==> src/rtl/irqarb_pkg.sv <==
package irqarb_pkg;

    // Take state machine encoding
    typedef enum logic [0:0] {
        ST_IDLE = 1'b0,
        ST_TAKE = 1'b1
    } arb_state_e;

    // Mode field value that selects vectored dispatch
    localparam logic [1:0] MODE_VECTORED = 2'b01;

endpackage

==> src/rtl/irqarb_mask.sv <==
module irqarb_mask #(
    parameter int                    NUM_LINES = 32,
    parameter logic [NUM_LINES-1:0]  IMPL_MASK = 32'hFFFF_0888
) (
    input  logic [NUM_LINES-1:0] line_i,
    input  logic [NUM_LINES-1:0] en_i,
    input  logic                 glb_en_i,
    input  logic                 dbg_mode_i,
    output logic [NUM_LINES-1:0] pend_o,
    output logic [NUM_LINES-1:0] elig_o
);

    logic open_gate;

    // Reserved lines read as zero; pending follows the line level.
    assign pend_o    = line_i & IMPL_MASK;
    assign open_gate = glb_en_i & ~dbg_mode_i;
    assign elig_o    = pend_o & en_i & {NUM_LINES{open_gate}};

endmodule

==> src/rtl/irqarb_prio.sv <==
module irqarb_prio #(
    parameter int NUM_LINES = 32,
    parameter int TIMER_ID  = 7,
    parameter bit DEMOTE_TIMER = 1'b1,
    localparam int ID_W = $clog2(NUM_LINES)
) (
    input  logic [NUM_LINES-1:0] elig_i,
    output logic                 win_valid_o,
    output logic [ID_W-1:0]      win_id_o
);

    generate
        if (DEMOTE_TIMER) begin : g_demoted
            logic            main_found;
            logic [ID_W-1:0] main_id;

            // Highest ID wins among all lines except the timer.
            always_comb begin
                main_found = 1'b0;
                main_id    = '0;
                for (int i = 0; i < NUM_LINES; i++) begin
                    if (elig_i[i] && (i != TIMER_ID)) begin
                        main_found = 1'b1;
                        main_id    = ID_W'(i);
                    end
                end
            end

            // Timer only wins when nothing else is eligible.
            always_comb begin
                if (main_found) begin
                    win_valid_o = 1'b1;
                    win_id_o    = main_id;
                end else begin
                    win_valid_o = elig_i[TIMER_ID];
                    win_id_o    = ID_W'(TIMER_ID);
                end
            end
        end else begin : g_plain
            always_comb begin
                win_valid_o = 1'b0;
                win_id_o    = '0;
                for (int i = 0; i < NUM_LINES; i++) begin
                    if (elig_i[i]) begin
                        win_valid_o = 1'b1;
                        win_id_o    = ID_W'(i);
                    end
                end
            end
        end
    endgenerate

endmodule

==> src/rtl/irqarb_target.sv <==
module irqarb_target
    import irqarb_pkg::*;
#(
    parameter int XLEN       = 32,
    parameter int ALIGN_BITS = 7,
    parameter int ID_W       = 5,
    parameter int NMI_SLOT   = 15
) (
    input  logic [XLEN-1:ALIGN_BITS] base_i,
    input  logic [1:0]               mode_i,
    input  logic                     is_nmi_i,
    input  logic [ID_W-1:0]          id_i,
    output logic [XLEN-1:0]          target_o
);

    logic [ID_W-1:0] slot;
    logic [XLEN-1:0] base_addr;
    logic [XLEN-1:0] offset;

    assign slot      = is_nmi_i ? ID_W'(NMI_SLOT) : id_i;
    assign base_addr = {base_i, {ALIGN_BITS{1'b0}}};
    assign offset    = (mode_i == MODE_VECTORED) ? XLEN'({slot, 2'b00}) : '0;
    assign target_o  = base_addr + offset;

endmodule

==> src/rtl/irq_vec_arbiter.sv <==
module irq_vec_arbiter
    import irqarb_pkg::*;
#(
    parameter int                   NUM_LINES     = 32,
    parameter int                   XLEN          = 32,
    parameter int                   ALIGN_BITS    = 7,
    parameter logic [NUM_LINES-1:0] IMPL_MASK     = 32'hFFFF_0888,
    parameter int                   TIMER_ID      = 7,
    parameter int                   NMI_SLOT      = 15,
    parameter int                   NMI_CODE_W    = 2,
    parameter int                   NMI_BASE_CODE = 1024
) (
    input  logic                       clk_i,
    input  logic                       rst_ni,
    input  logic [NUM_LINES-1:0]       line_i,
    input  logic [NUM_LINES-1:0]       line_en_i,
    input  logic                       glb_en_i,
    input  logic                       dbg_mode_i,
    input  logic                       nmi_req_i,
    input  logic [NMI_CODE_W-1:0]      nmi_code_i,
    input  logic [XLEN-1:ALIGN_BITS]   tvec_base_i,
    input  logic [1:0]                 tvec_mode_i,
    output logic [NUM_LINES-1:0]       pend_o,
    output logic                       take_o,
    output logic [XLEN-1:0]            cause_o,
    output logic [XLEN-1:0]            target_o
);

    localparam int ID_W = $clog2(NUM_LINES);

    logic [NUM_LINES-1:0] elig;
    logic                 win_valid;
    logic [ID_W-1:0]      win_id;
    logic                 nmi_live;
    logic                 req_valid;
    logic [XLEN-2:0]      code_next;
    logic [XLEN-1:0]      target_next;
    arb_state_e           state_q, state_d;
    logic [XLEN-1:0]      cause_q, target_q;

    irqarb_mask #(
        .NUM_LINES (NUM_LINES),
        .IMPL_MASK (IMPL_MASK)
    ) mask_i (
        .line_i     (line_i),
        .en_i       (line_en_i),
        .glb_en_i   (glb_en_i),
        .dbg_mode_i (dbg_mode_i),
        .pend_o     (pend_o),
        .elig_o     (elig)
    );

    irqarb_prio #(
        .NUM_LINES    (NUM_LINES),
        .TIMER_ID     (TIMER_ID),
        .DEMOTE_TIMER (1'b1)
    ) prio_i (
        .elig_i      (elig),
        .win_valid_o (win_valid),
        .win_id_o    (win_id)
    );

    // Debug mode masks the non-maskable request as well.
    assign nmi_live  = nmi_req_i & ~dbg_mode_i;
    assign req_valid = nmi_live | win_valid;

    assign code_next = nmi_live ? (XLEN-1)'(NMI_BASE_CODE + int'(nmi_code_i))
                                : (XLEN-1)'(win_id);

    irqarb_target #(
        .XLEN       (XLEN),
        .ALIGN_BITS (ALIGN_BITS),
        .ID_W       (ID_W),
        .NMI_SLOT   (NMI_SLOT)
    ) target_i (
        .base_i   (tvec_base_i),
        .mode_i   (tvec_mode_i),
        .is_nmi_i (nmi_live),
        .id_i     (win_id),
        .target_o (target_next)
    );

    // Next-state logic
    always_comb begin
        state_d = state_q;
        unique case (state_q)
            ST_IDLE: state_d = req_valid ? ST_TAKE : ST_IDLE; // IDLE_TO_TAKE / IDLE_HOLD
            ST_TAKE: state_d = req_valid ? ST_TAKE : ST_IDLE; // TAKE_HOLD / TAKE_TO_IDLE
            default: state_d = ST_IDLE;
        endcase
    end

    // State register
    always_ff @(posedge clk_i or negedge rst_ni) begin
        if (!rst_ni) begin
            state_q <= ST_IDLE;
        end else begin
            state_q <= state_d;
        end
    end

    // Output register: cause and target load together on a request
    always_ff @(posedge clk_i or negedge rst_ni) begin
        if (!rst_ni) begin
            cause_q  <= '0;
            target_q <= '0;
        end else if (req_valid) begin
            cause_q  <= {1'b1, code_next};
            target_q <= target_next;
        end
    end

    assign take_o   = (state_q == ST_TAKE);
    assign cause_o  = cause_q;
    assign target_o = target_q;

endmodule

==> config.mk <==
export PLATFORM = sky130hd
export DESIGN_NAME = irq_vec_arbiter
export DESIGN_NICKNAME = d
export VERILOG_FILES = /design/src/rtl/irqarb_pkg.sv /design/src/rtl/irqarb_mask.sv /design/src/rtl/irqarb_prio.sv /design/src/rtl/irqarb_target.sv /design/src/rtl/irq_vec_arbiter.sv
export SDC_FILE = /design/constraint.sdc
export NUM_CORES = 1
export LEC_CHECK = 0
export BUFFER_PORTS_ARGS = -buffer_cell sky130_fd_sc_hd__buf_2
export CORE_MARGIN = 5
export CORE_UTILIZATION = 30
export DETAILED_ROUTE_END_ITERATION = 16
export PLACE_DENSITY = 0.73
export SYNTH_ARGS = -nofsm -noshare
export SYNTH_HDL_FRONTEND = slang
export SYNTH_SLANG_ARGS = --single-unit
export TNS_END_PERCENT = 10
==> constraint.sdc <==
create_clock -name clk_i -period 0.8 [get_ports clk_i]
set_input_delay 0.16 -clock clk_i [delete_from_list [all_inputs] [get_ports clk_i]]
set_output_delay 0.16 -clock clk_i [all_outputs]
set_load 0.02 [all_outputs]
==> impl_metrics.env, run 1 <==
export IMPL_synth_main_ff_cell="dfrtp_1"
export IMPL_hold_end="target_o[18]"
export IMPL_syn_to_final_growth_pct=53.28
export IMPL_pre_cts_slack_ns=-0.9445
export IMPL_synth_cell_type_count=36
export IMPL_intPower_mw=4.277
export IMPL_synth_cells=218
export IMPL_fmax_mhz=701.7
export IMPL_cts_tree="built"
export IMPL_drt_iter0_markers=49
export IMPL_fin_cells=489
export IMPL_drive_gt1_frac=0.6305
export IMPL_die_area_um2=9697
export IMPL_via_count=2111
export IMPL_detail_route_wl_per_cell_um=13.70
export IMPL_grt_usage=0.1262
export IMPL_ys_warn_count=0
export IMPL_routabilityCongestion=0.8382
export IMPL_max_vdd_ir_drop_mv=1.074
export IMPL_clockBufferDepth=2
export IMPL_rows=32
export IMPL_die_width_um=98.48
export IMPL_reg2regPathDepth=2
export IMPL_cts_buffers=5
export IMPL_wl_um=6701
export IMPL_drc=0
export IMPL_nNetsFinal=484
export IMPL_finalHoldViolCount=0
export IMPL_slew_viol_final=0
export IMPL_violations="negative setup slack"
export IMPL_dpl_hpwl_um=5232
export IMPL_clkPwrFrac=0.243
export IMPL_htreeDepth=2
export IMPL_cellLeakagePower_nw=1.872
export IMPL_synth_avg_cell_area_um2=10.77
export IMPL_regToRegStartpoint="cause_o[1]"
export IMPL_synth_seq_cells=38
export IMPL_firstDrtPassIters=4
export IMPL_hold_class="in2reg"
export IMPL_switchingPower_mw=2.090
export IMPL_grt_pass1_vias=2155
export IMPL_drv_cap=0
export IMPL_p_per_area_nw_per_um2=1769
export IMPL_cp_start_kind="primary input"
export IMPL_multi_input_area_um2=1184
export IMPL_io_buffers=128
export IMPL_clock_sinks=38
export IMPL_p_comb_frac=0.389
export IMPL_min_delay_path_depth=2
export IMPL_rsz0062_at_grt="yes"
export IMPL_period_needed_ns=1.425
export IMPL_fillers=711
export IMPL_grt_ovfl_total=0
export IMPL_cp_required_ns=0.96
export IMPL_ff2ff_setup_slack_ns=0.01
export IMPL_start_util=0.3055
export IMPL_dp_cells=471
export IMPL_syn_area_um2=2349
export IMPL_switching_share=0.3282
export IMPL_clk_pin_slew_ns=0.07
export IMPL_cp_end_kind="register"
export IMPL_pin_count=195
export IMPL_yosysSeqAreaShare=0.4049
export IMPL_seq_area_um2=950.9
export IMPL_hp_start="tvec_base_i[18]"
export IMPL_path_class="in2reg"
export IMPL_critPathArrivalTime_ns=1.59
export IMPL_clockRootBuffer="clkbuf_8"
export IMPL_antenna_found_initial=0
export IMPL_synth_edff_count=0
export IMPL_status="complete, but fails checks"
export IMPL_final_setup_viol_count=76
export IMPL_grt_max_degree=39
export IMPL_diodes=0
export IMPL_crit_fanout=3
export IMPL_r2r_end="cause_o[1]"
export IMPL_floorplan_core_area_um2=7687
export IMPL_worstSkewPairLatency_ns=0.28
export IMPL_die_h_um=98.48
export IMPL_fin_crit_sh=1.781
export IMPL_via_per_inst=4.317
export IMPL_seq_power_share=0.368
export IMPL_grt_pass1_wl_um=10050
export IMPL_fin_skew_ns=0
export IMPL_async_flop_share=1.000
export IMPL_ant_nets=0
export IMPL_setup_ws_ns=-0.6251
worst max-delay path, cell delays in order:
cell and delay (ns):
buf_2 0.11, a22oi_2 0.25, a41oi_4 0.17, nor3_4 0.26, buf_6 0.15, buf_6 0.11, o21ai_4 0.07, nor3_2 0.23
nor3_2 0.07
cell families after synthesis:
logic type | Yosys count | share of synthesized area
buffers and inverters | 68 | 0.2126
AO/OA/AOI/OAI | 45 | 0.1438
AND/OR/NAND/NOR | 41 | 0.08365
flip-flops | 38 | 0.4049
multiplexers | 25 | 0.1534
other | 1 | 0.001597
metrics by stage:
step | hold slack [ns] | utilization | cell area, µm² | setup TNS [ns] | total power, mW
after floorplan | -0.1356 | - | 2506 | -25.93 | 3.807
after global placement | 0.1362 | 0.4147 | 3188 | -32.77 | 4.482
after detailed placement | 0.1413 | 0.4147 | 3188 | -33.33 | 4.520
after CTS | 0.09149 | 0.4530 | 3482 | -27.39 | 6.277
after global routing | 0.08130 | 0.4683 | 3600 | -32.67 | 6.719
final | 0.1047 | 0.4683 | 3600 | -28.63 | 6.367
placed cells by master (no fill, tap or decap), types with 2 or more instances in the layout:
| cell type | count |
|---|---|
| a21oi_1 | 8 |
| inv_1 | 4 |
| conb_1 | 40 |
| a22oi_1 | 3 |
| nand3_1 | 4 |
| nand2b_1 | 2 |
| a41oi_1 | 2 |
| mux2_2 | 4 |
| o22ai_2 | 2 |
| buf_12 | 3 |
| clkbuf_1 | 2 |
| o21ai_2 | 3 |
| mux2_4 | 21 |
| dfrtp_1 | 38 |
| a22oi_2 | 5 |
| buf_2 | 115 |
| nand2_1 | 16 |
| a31oi_1 | 3 |
| o21ai_0 | 3 |
| nor2b_1 | 3 |
| buf_4 | 49 |
| nor3_2 | 4 |
| buf_6 | 18 |
| nor2_1 | 6 |
| clkbuf_8 | 5 |
power groups by stage:
stage          sequential, mW  clock, mW  combinational [mW]
2_1_floorplan            2.67          0                1.13
5_1_grt                  2.37       1.70                2.64
6_report                 2.34       1.55                2.48
3_5_place_dp             2.35          0                2.17
3_3_place_gp             2.35          0                2.13
4_1_cts                  2.33       1.61                2.34
worst max path at each step:
stage          depth (start not counted)            to          start  slack [ns]
2_1_floorplan                          6  target_o[10]     line_i[27]       -0.78
3_3_place_gp                           8  target_o[22]     dbg_mode_i       -0.93
3_5_place_dp                           8  target_o[22]     dbg_mode_i       -0.94
4_1_cts                                7  target_o[27]     line_i[27]       -0.58
5_1_grt                                9    cause_o[0]  line_en_i[16]       -0.70
6_report                               9    cause_o[0]     line_i[18]       -0.63
synthesized netlist by cell type (3+ instances only):
cell type | n | area, µm²
nor2_1 | 7 | 26.28
nand3_1 | 4 | 20.02
nor2b_1 | 3 | 18.77
buf_4 | 59 | 442.9
nand2_1 | 17 | 63.81
a21oi_1 | 9 | 45.04
buf_6 | 3 | 33.78
a31oi_1 | 4 | 25.02
inv_1 | 4 | 15.01
dfrtp_1 | 38 | 950.9
o21ai_0 | 8 | 40.04
mux2_2 | 4 | 45.04
nand2b_1 | 3 | 18.77
mux2_4 | 21 | 315.3
nor3_1 | 4 | 20.02
a22oi_1 | 6 | 45.04
metal layers:
| layer | global-route usage | up-vias | part of all wire |
|---|---|---|---|
| met3 | 0.04176 | 11 | 0.093 |
| li1 | - | 1008 | - |
| met1 | 0.1402 | 982 | 0.36 |
| met5 | 0 | - | 0 |
| met2 | 0.2283 | 110 | 0.53 |
| met4 | 0.03782 | 0 | 0.015 |
cell type report:
class / count / share of cell area
Tap cell: 102 / 0.03545
Timing Repair Buffer: 186 / 0.3379
Clock buffer: 7 / 0.02120
Inverter: 4 / 0.004171
Clock inverter: 1 / 0.008342
Sequential cell: 38 / 0.2642
Multi-Input combinational cell: 151 / 0.3288
timing repair:
action,CTS,global route
pin swaps,4,8
gates resized for setup,31,26
buffers inserted,6,3
cloned,0,0
hold buffers,1,0
endpoints found under the setup margin,76,76
endpoints found under the hold margin,38,0
state kept, by name, summed over array words and instances, names as in the netlist:
signal / count
cause_o: 7
target_o: 30
take_o: 1
(Power assumes the default switching activity.)
==> run 2: changes to the inputs <==
--- a/config.mk
+++ b/config.mk
@@ -10,6 +10,7 @@
 export CORE_UTILIZATION = 30
 export DETAILED_ROUTE_END_ITERATION = 16
 export PLACE_DENSITY = 0.73
+export REMOVE_ABC_BUFFERS = 1
 export SYNTH_ARGS = -nofsm -noshare
 export SYNTH_HDL_FRONTEND = slang
 export SYNTH_SLANG_ARGS = --single-unit
==> run 2 against run 1 <==
  * The flow still finishes with violations (negative setup slack)
  * First-iteration DRC count grew 16%
  * Clock skew did not move
  * Maximum frequency down 1.9%
  * Sequential share of layout area is 1.6 points higher
  * Largest cell class unchanged
  * Die area stayed put
  * Critical path depth decreased by 2
==> impl_metrics.env, run 2 (same netlist as run 1, synthesis figures left out) <==
export IMPL_status="complete, but fails checks"
export IMPL_violations="negative setup slack"
export IMPL_max_vdd_ir_drop_mv=1.012
export IMPL_fillers=758
export IMPL_crit_fanout=16
export IMPL_pin_count=195
export IMPL_drive_gt1_frac=0.5878
export IMPL_cp_required_ns=0.96
export IMPL_finalHoldViolCount=0
export IMPL_worstSkewPairLatency_ns=0.28
export IMPL_largest_reg_flops=30
export IMPL_p_per_area_nw_per_um2=1733
export IMPL_crit_family="compound AO/OA/AOI/OAI gates"
export IMPL_hold_class="in2reg"
export IMPL_dp_cells=467
export IMPL_via_per_inst=4.253
export IMPL_drc=0
export IMPL_wl_um=6445
export IMPL_detail_route_wl_per_cell_um=13.48
export IMPL_cellLeakagePower_nw=1.787
export IMPL_pre_cts_slack_ns=-0.9966
export IMPL_cp_end_kind="register"
export IMPL_diodes=0
export IMPL_clock_sinks=38
export IMPL_io_buffers=128
export IMPL_final_util=0.4417
export IMPL_crit_chain="buf_6, a22oi_2, a41oi_2, nor3_4, o211ai_4, buf_12, mux2_4"
export IMPL_fmax_mhz=688.5
export IMPL_crit_path_top_delay_cell="mux2_4"
export IMPL_clk_pin_slew_ns=0.07
export IMPL_cts_tree="built"
export IMPL_die_width_um=98.48
export IMPL_period_needed_ns=1.452
export IMPL_setup_ws_ns=-0.6524
export IMPL_worst_path_largest_cell_delay_ns=0.30
export IMPL_syn_to_final_growth_pct=44.59
export IMPL_path_buf_inv=2
export IMPL_routabilityCongestion=0.7825
export IMPL_firstDrtPassIters=4
export IMPL_htreeDepth=2
export IMPL_cts_buffers=5
export IMPL_grt_pass1_wl_um=10080
export IMPL_rows=32
export IMPL_floorplan_core_area_um2=7687
export IMPL_die_h_um=98.48
export IMPL_slew_viol_final=0
export IMPL_nNetsFinal=475
export IMPL_die_area_um2=9697
export IMPL_fin_cells=478
export IMPL_drt_iter0_markers=57
export IMPL_placed_area_um2=3147
export IMPL_grt_usage=0.1267
export IMPL_antenna_found_initial=0
export IMPL_ant_nets=0
export IMPL_fin_crit_sh=1.816
export IMPL_start_util=0.3055
export IMPL_clockRootBuffer="clkbuf_8"
export IMPL_dpl_hpwl_um=5339
export IMPL_mostFrequentLayoutCells="buf_2, buf_4, conb_1"
export IMPL_via_count=2033
export IMPL_final_setup_viol_count=76
export IMPL_grt_pass1_vias=2156
export IMPL_critPathArrivalTime_ns=1.61
export IMPL_finalSetupTns_ns=-29.41
export IMPL_rsz0062_at_grt="yes"
export IMPL_path_class="in2reg"
export IMPL_grt_max_degree=39
export IMPL_final_cell_area_um2=3396
export IMPL_grt_ovfl_total=0
export IMPL_fin_skew_ns=0
export IMPL_cp_start_kind="primary input"
export IMPL_clockBufferDepth=2
export IMPL_final_common_cell="buf_2"
export IMPL_drv_cap=0
## run 2: cell types whose count changed in the layout (fill, tap and decap cells not counted), moves of 3 or more
cell	change
o21ai_0	+3
nor3_1	+3
buf_6	-5
nor3_2	-3
buf_4	-4
## run 2: final cells by class
type                       count  area, µm²  share of cell area
multi-input combinational    151       1090              0.3209
tap                          102      127.6             0.03758
inverter                       4      15.01            0.004422
clock buffer                   6      82.58             0.02432
sequential                    38      950.9              0.2800
timing repair buffer         177       1130              0.3327
## run 2: what timing repair did
item / in CTS / in global routing
gates cloned: 0 / 0
setup endpoints to repair: 76 / 76
setup buffers: 2 / 2
gates resized for setup: 24 / 11
endpoints found under the hold margin: 38 / 0
pin swaps: 3 / 2
hold buffers: 1 / 0
## run 2: per-stage QoR
step,power (mW),hold slack (ns)
after floorplan,3.481,-0.1356
after global placement,4.464,0.1410
after detailed placement,4.506,0.1472
after CTS,5.891,0.09753
after global routing,6.211,0.09417
final,5.886,0.1056
## run 2: where the power goes
part	internal (mW)	total, mW	switching [mW]
combinational	1.06	2.30	1.23
sequential	2.18	2.34	0.161
clock	0.663	1.25	0.584
## run 2: per-layer routing
metal,up-vias,track usage,wire length (µm)
li1,987,-,-
met1,953,0.1512,2515
met2,84,0.2205,3321
met3,9,0.03892,531
met4,0,0.03571,78
met5,-,0,0
## run 2: final timing paths
path / startpoint / endpoint / slack (ns) / cells after the start
worst max register to register: cause_o[0] / cause_o[0] / 0.01 / 2
worst max-delay path: line_en_i[16] / target_o[11] / -0.65 / 7
worst min register to register: cause_o[31] / cause_o[31] / 0.46 / 1
worst min-delay path: tvec_base_i[9] / target_o[9] / 0.11 / 2
min in group asynchronous: rst_ni / target_o[17] / 0.38 / 3
max in group asynchronous: rst_ni / target_o[3] / 0.24 / 3
==> run 3: changes to the inputs <==
--- a/config.mk
+++ b/config.mk
@@ -11,6 +11,8 @@
 export DETAILED_ROUTE_END_ITERATION = 16
 export PLACE_DENSITY = 0.73
 export REMOVE_ABC_BUFFERS = 1
+export SETUP_SLACK_MARGIN = 0.15
+export SKIP_LAST_GASP = 1
 export SYNTH_ARGS = -nofsm -noshare
 export SYNTH_HDL_FRONTEND = slang
 export SYNTH_SLANG_ARGS = --single-unit
==> run 3 against run 2 <==
  * The run still ends with negative setup slack left
  * Sequential share of layout area is 0.093 points lower
  * Maximum frequency down 0.33%
  * Setup slack lost 0.0048 ns
  * Highest routed layer unchanged
==> impl_metrics.env, run 3 (same netlist as run 1, synthesis figures left out) <==
export IMPL_die_area_um2=9697
export IMPL_crit_fanout=16
export IMPL_worstSkewPairLatency_ns=0.28
export IMPL_critPathLaunch="line_i[18]"
export IMPL_start_util=0.3055
export IMPL_drt_iter0_markers=79
export IMPL_final_common_cell="buf_2"
export IMPL_cts_buffers=5
export IMPL_final_cell_area_um2=3407
export IMPL_grt_ovfl_total=0
export IMPL_cellLeakagePower_nw=1.802
export IMPL_clockBufferDepth=2
export IMPL_drc=0
export IMPL_die_h_um=98.48
export IMPL_clock_sinks=38
export IMPL_detail_route_wl_per_cell_um=13.59
export IMPL_nNetsFinal=478
export IMPL_firstDrtPassIters=4
export IMPL_clk_pin_slew_ns=0.06
export IMPL_grt_max_degree=39
export IMPL_clockRootBuffer="clkbuf_8"
export IMPL_grt_pass1_vias=2143
export IMPL_placed_area_um2=3147
export IMPL_fmax_mhz=686.2
export IMPL_cp_endpoint="target_o[11]"
export IMPL_cp_end_kind="register"
export IMPL_routabilityCongestion=0.7825
export IMPL_critPathArrivalTime_ns=1.62
export IMPL_min_delay_path_depth=2
export IMPL_violations="negative setup slack"
export IMPL_wl_um=6537
export IMPL_cp_start_kind="primary input"
export IMPL_fillers=748
export IMPL_fin_skew_ns=0
export IMPL_ant_nets=0
export IMPL_pin_count=195
export IMPL_syn_to_final_growth_pct=45.07
export IMPL_switchingPower_mw=1.986
export IMPL_final_setup_viol_count=76
export IMPL_finalSetupTns_ns=-29.59
export IMPL_seq_power_share=0.398
export IMPL_dpl_hpwl_um=5339
export IMPL_cts_tree="built"
export IMPL_regToRegStartpoint="target_o[4]"
export IMPL_mostFrequentLayoutCells="buf_2, buf_4, conb_1"
export IMPL_cp_required_ns=0.96
export IMPL_finalHoldViolCount=0
export IMPL_clkPwrFrac=0.212
export IMPL_hold_class="in2reg"
export IMPL_period_needed_ns=1.457
export IMPL_rows=32
export IMPL_reg2regPathDepth=2
export IMPL_antenna_found_initial=0
export IMPL_drv_cap=0
export IMPL_grt_usage=0.1254
export IMPL_max_vdd_ir_drop_mv=1.013
export IMPL_ff2ff_setup_slack_ns=0.01
export IMPL_via_per_inst=4.291
export IMPL_rsz0062_at_grt="yes"
export IMPL_setup_ws_ns=-0.6573
export IMPL_path_class="in2reg"
export IMPL_p_per_area_nw_per_um2=1719
export IMPL_io_buffers=128
export IMPL_p_comb_frac=0.390
export IMPL_switching_share=0.3391
export IMPL_largest_reg_flops=30
export IMPL_slew_viol_final=0
export IMPL_via_count=2064
export IMPL_grt_pass1_wl_um=9984
export IMPL_r2r_end="target_o[4]"
export IMPL_intPower_mw=3.870
export IMPL_die_width_um=98.48
export IMPL_fin_crit_sh=1.822
export IMPL_whs_ns=0.1077
export IMPL_status="complete, but fails checks"
export IMPL_drive_gt1_frac=0.6042
export IMPL_diodes=0
export IMPL_htreeDepth=2
export IMPL_floorplan_core_area_um2=7687
run 3: changes by cell type in the layout (fill, tap and decap cells not counted), sizes merged:
| cell | change |
|---|---|
| buf | +3 |
run 3: layout make-up:
class	count	area, µm²	share of cell area
inverter	4	15.01	0.004407
clock buffer	6	82.58	0.02424
sequential	38	950.9	0.2791
tap	102	127.6	0.03746
timing repair buffer	180	1104	0.3239
multi-input combinational	151	1127	0.3309
run 3: power by group through the flow:
stage / registers [mW] / logic, mW / clock network (mW)
global route: 2.36 / 2.45 / 1.37
finish: 2.33 / 2.28 / 1.24
floorplan: 2.67 / 0.809 / 0
detailed placement: 2.35 / 2.15 / 0
CTS: 2.33 / 2.19 / 1.30
global placement: 2.35 / 2.11 / 0
run 3: layer usage:
metal / GRT usage / part of all wire / vias to the layer above / routed length, µm
li1: - / - / 992 / -
met1: 0.1498 / 0.39 / 967 / 2529
met2: 0.2200 / 0.52 / 94 / 3380
met3: 0.03751 / 0.082 / 11 / 536
met4: 0.03256 / 0.014 / 0 / 91
met5: 0 / 0 / - / 0
run 3: stage by stage:
step	std cells	util	setup WS, ns	power, mW
floorplan	193	-	-1.128	3.481
global placement	467	0.4093	-0.9398	4.464
detailed placement	467	0.4093	-0.9966	4.506
CTS	476	0.4268	-0.6455	5.821
global route	481	0.4432	-0.7009	6.183
finish	481	0.4432	-0.6573	5.856
run 3: what timing repair did:
action | CTS | global route
pin swaps | 3 | 4
setup endpoints to repair | 90 | 90
gates resized for setup | 5 | 23
setup buffers | 2 | 5
hold buffers | 1 | 0
hold endpoints to repair | 38 | 0
run 3: critical path, cell delays in order:
cell,delay (ns)
buf_2,0.11
a22oi_2,0.20
a41oi_2,0.19
nor3_4,0.30
o211ai_4,0.15
buf_12,0.19
mux2_4,0.30
run 3: how the worst min path moves through the flow:
stage	startpoint	end	slack [ns]
final	tvec_base_i[26]	target_o[26]	0.11
after global placement	rst_ni	target_o[27]	0.14
after CTS	tvec_base_i[28]	target_o[28]	0.1
after floorplan	rst_ni	cause_o[0]	-0.14
after detailed placement	rst_ni	target_o[17]	0.15
after global routing	tvec_base_i[27]	target_o[27]	0.09
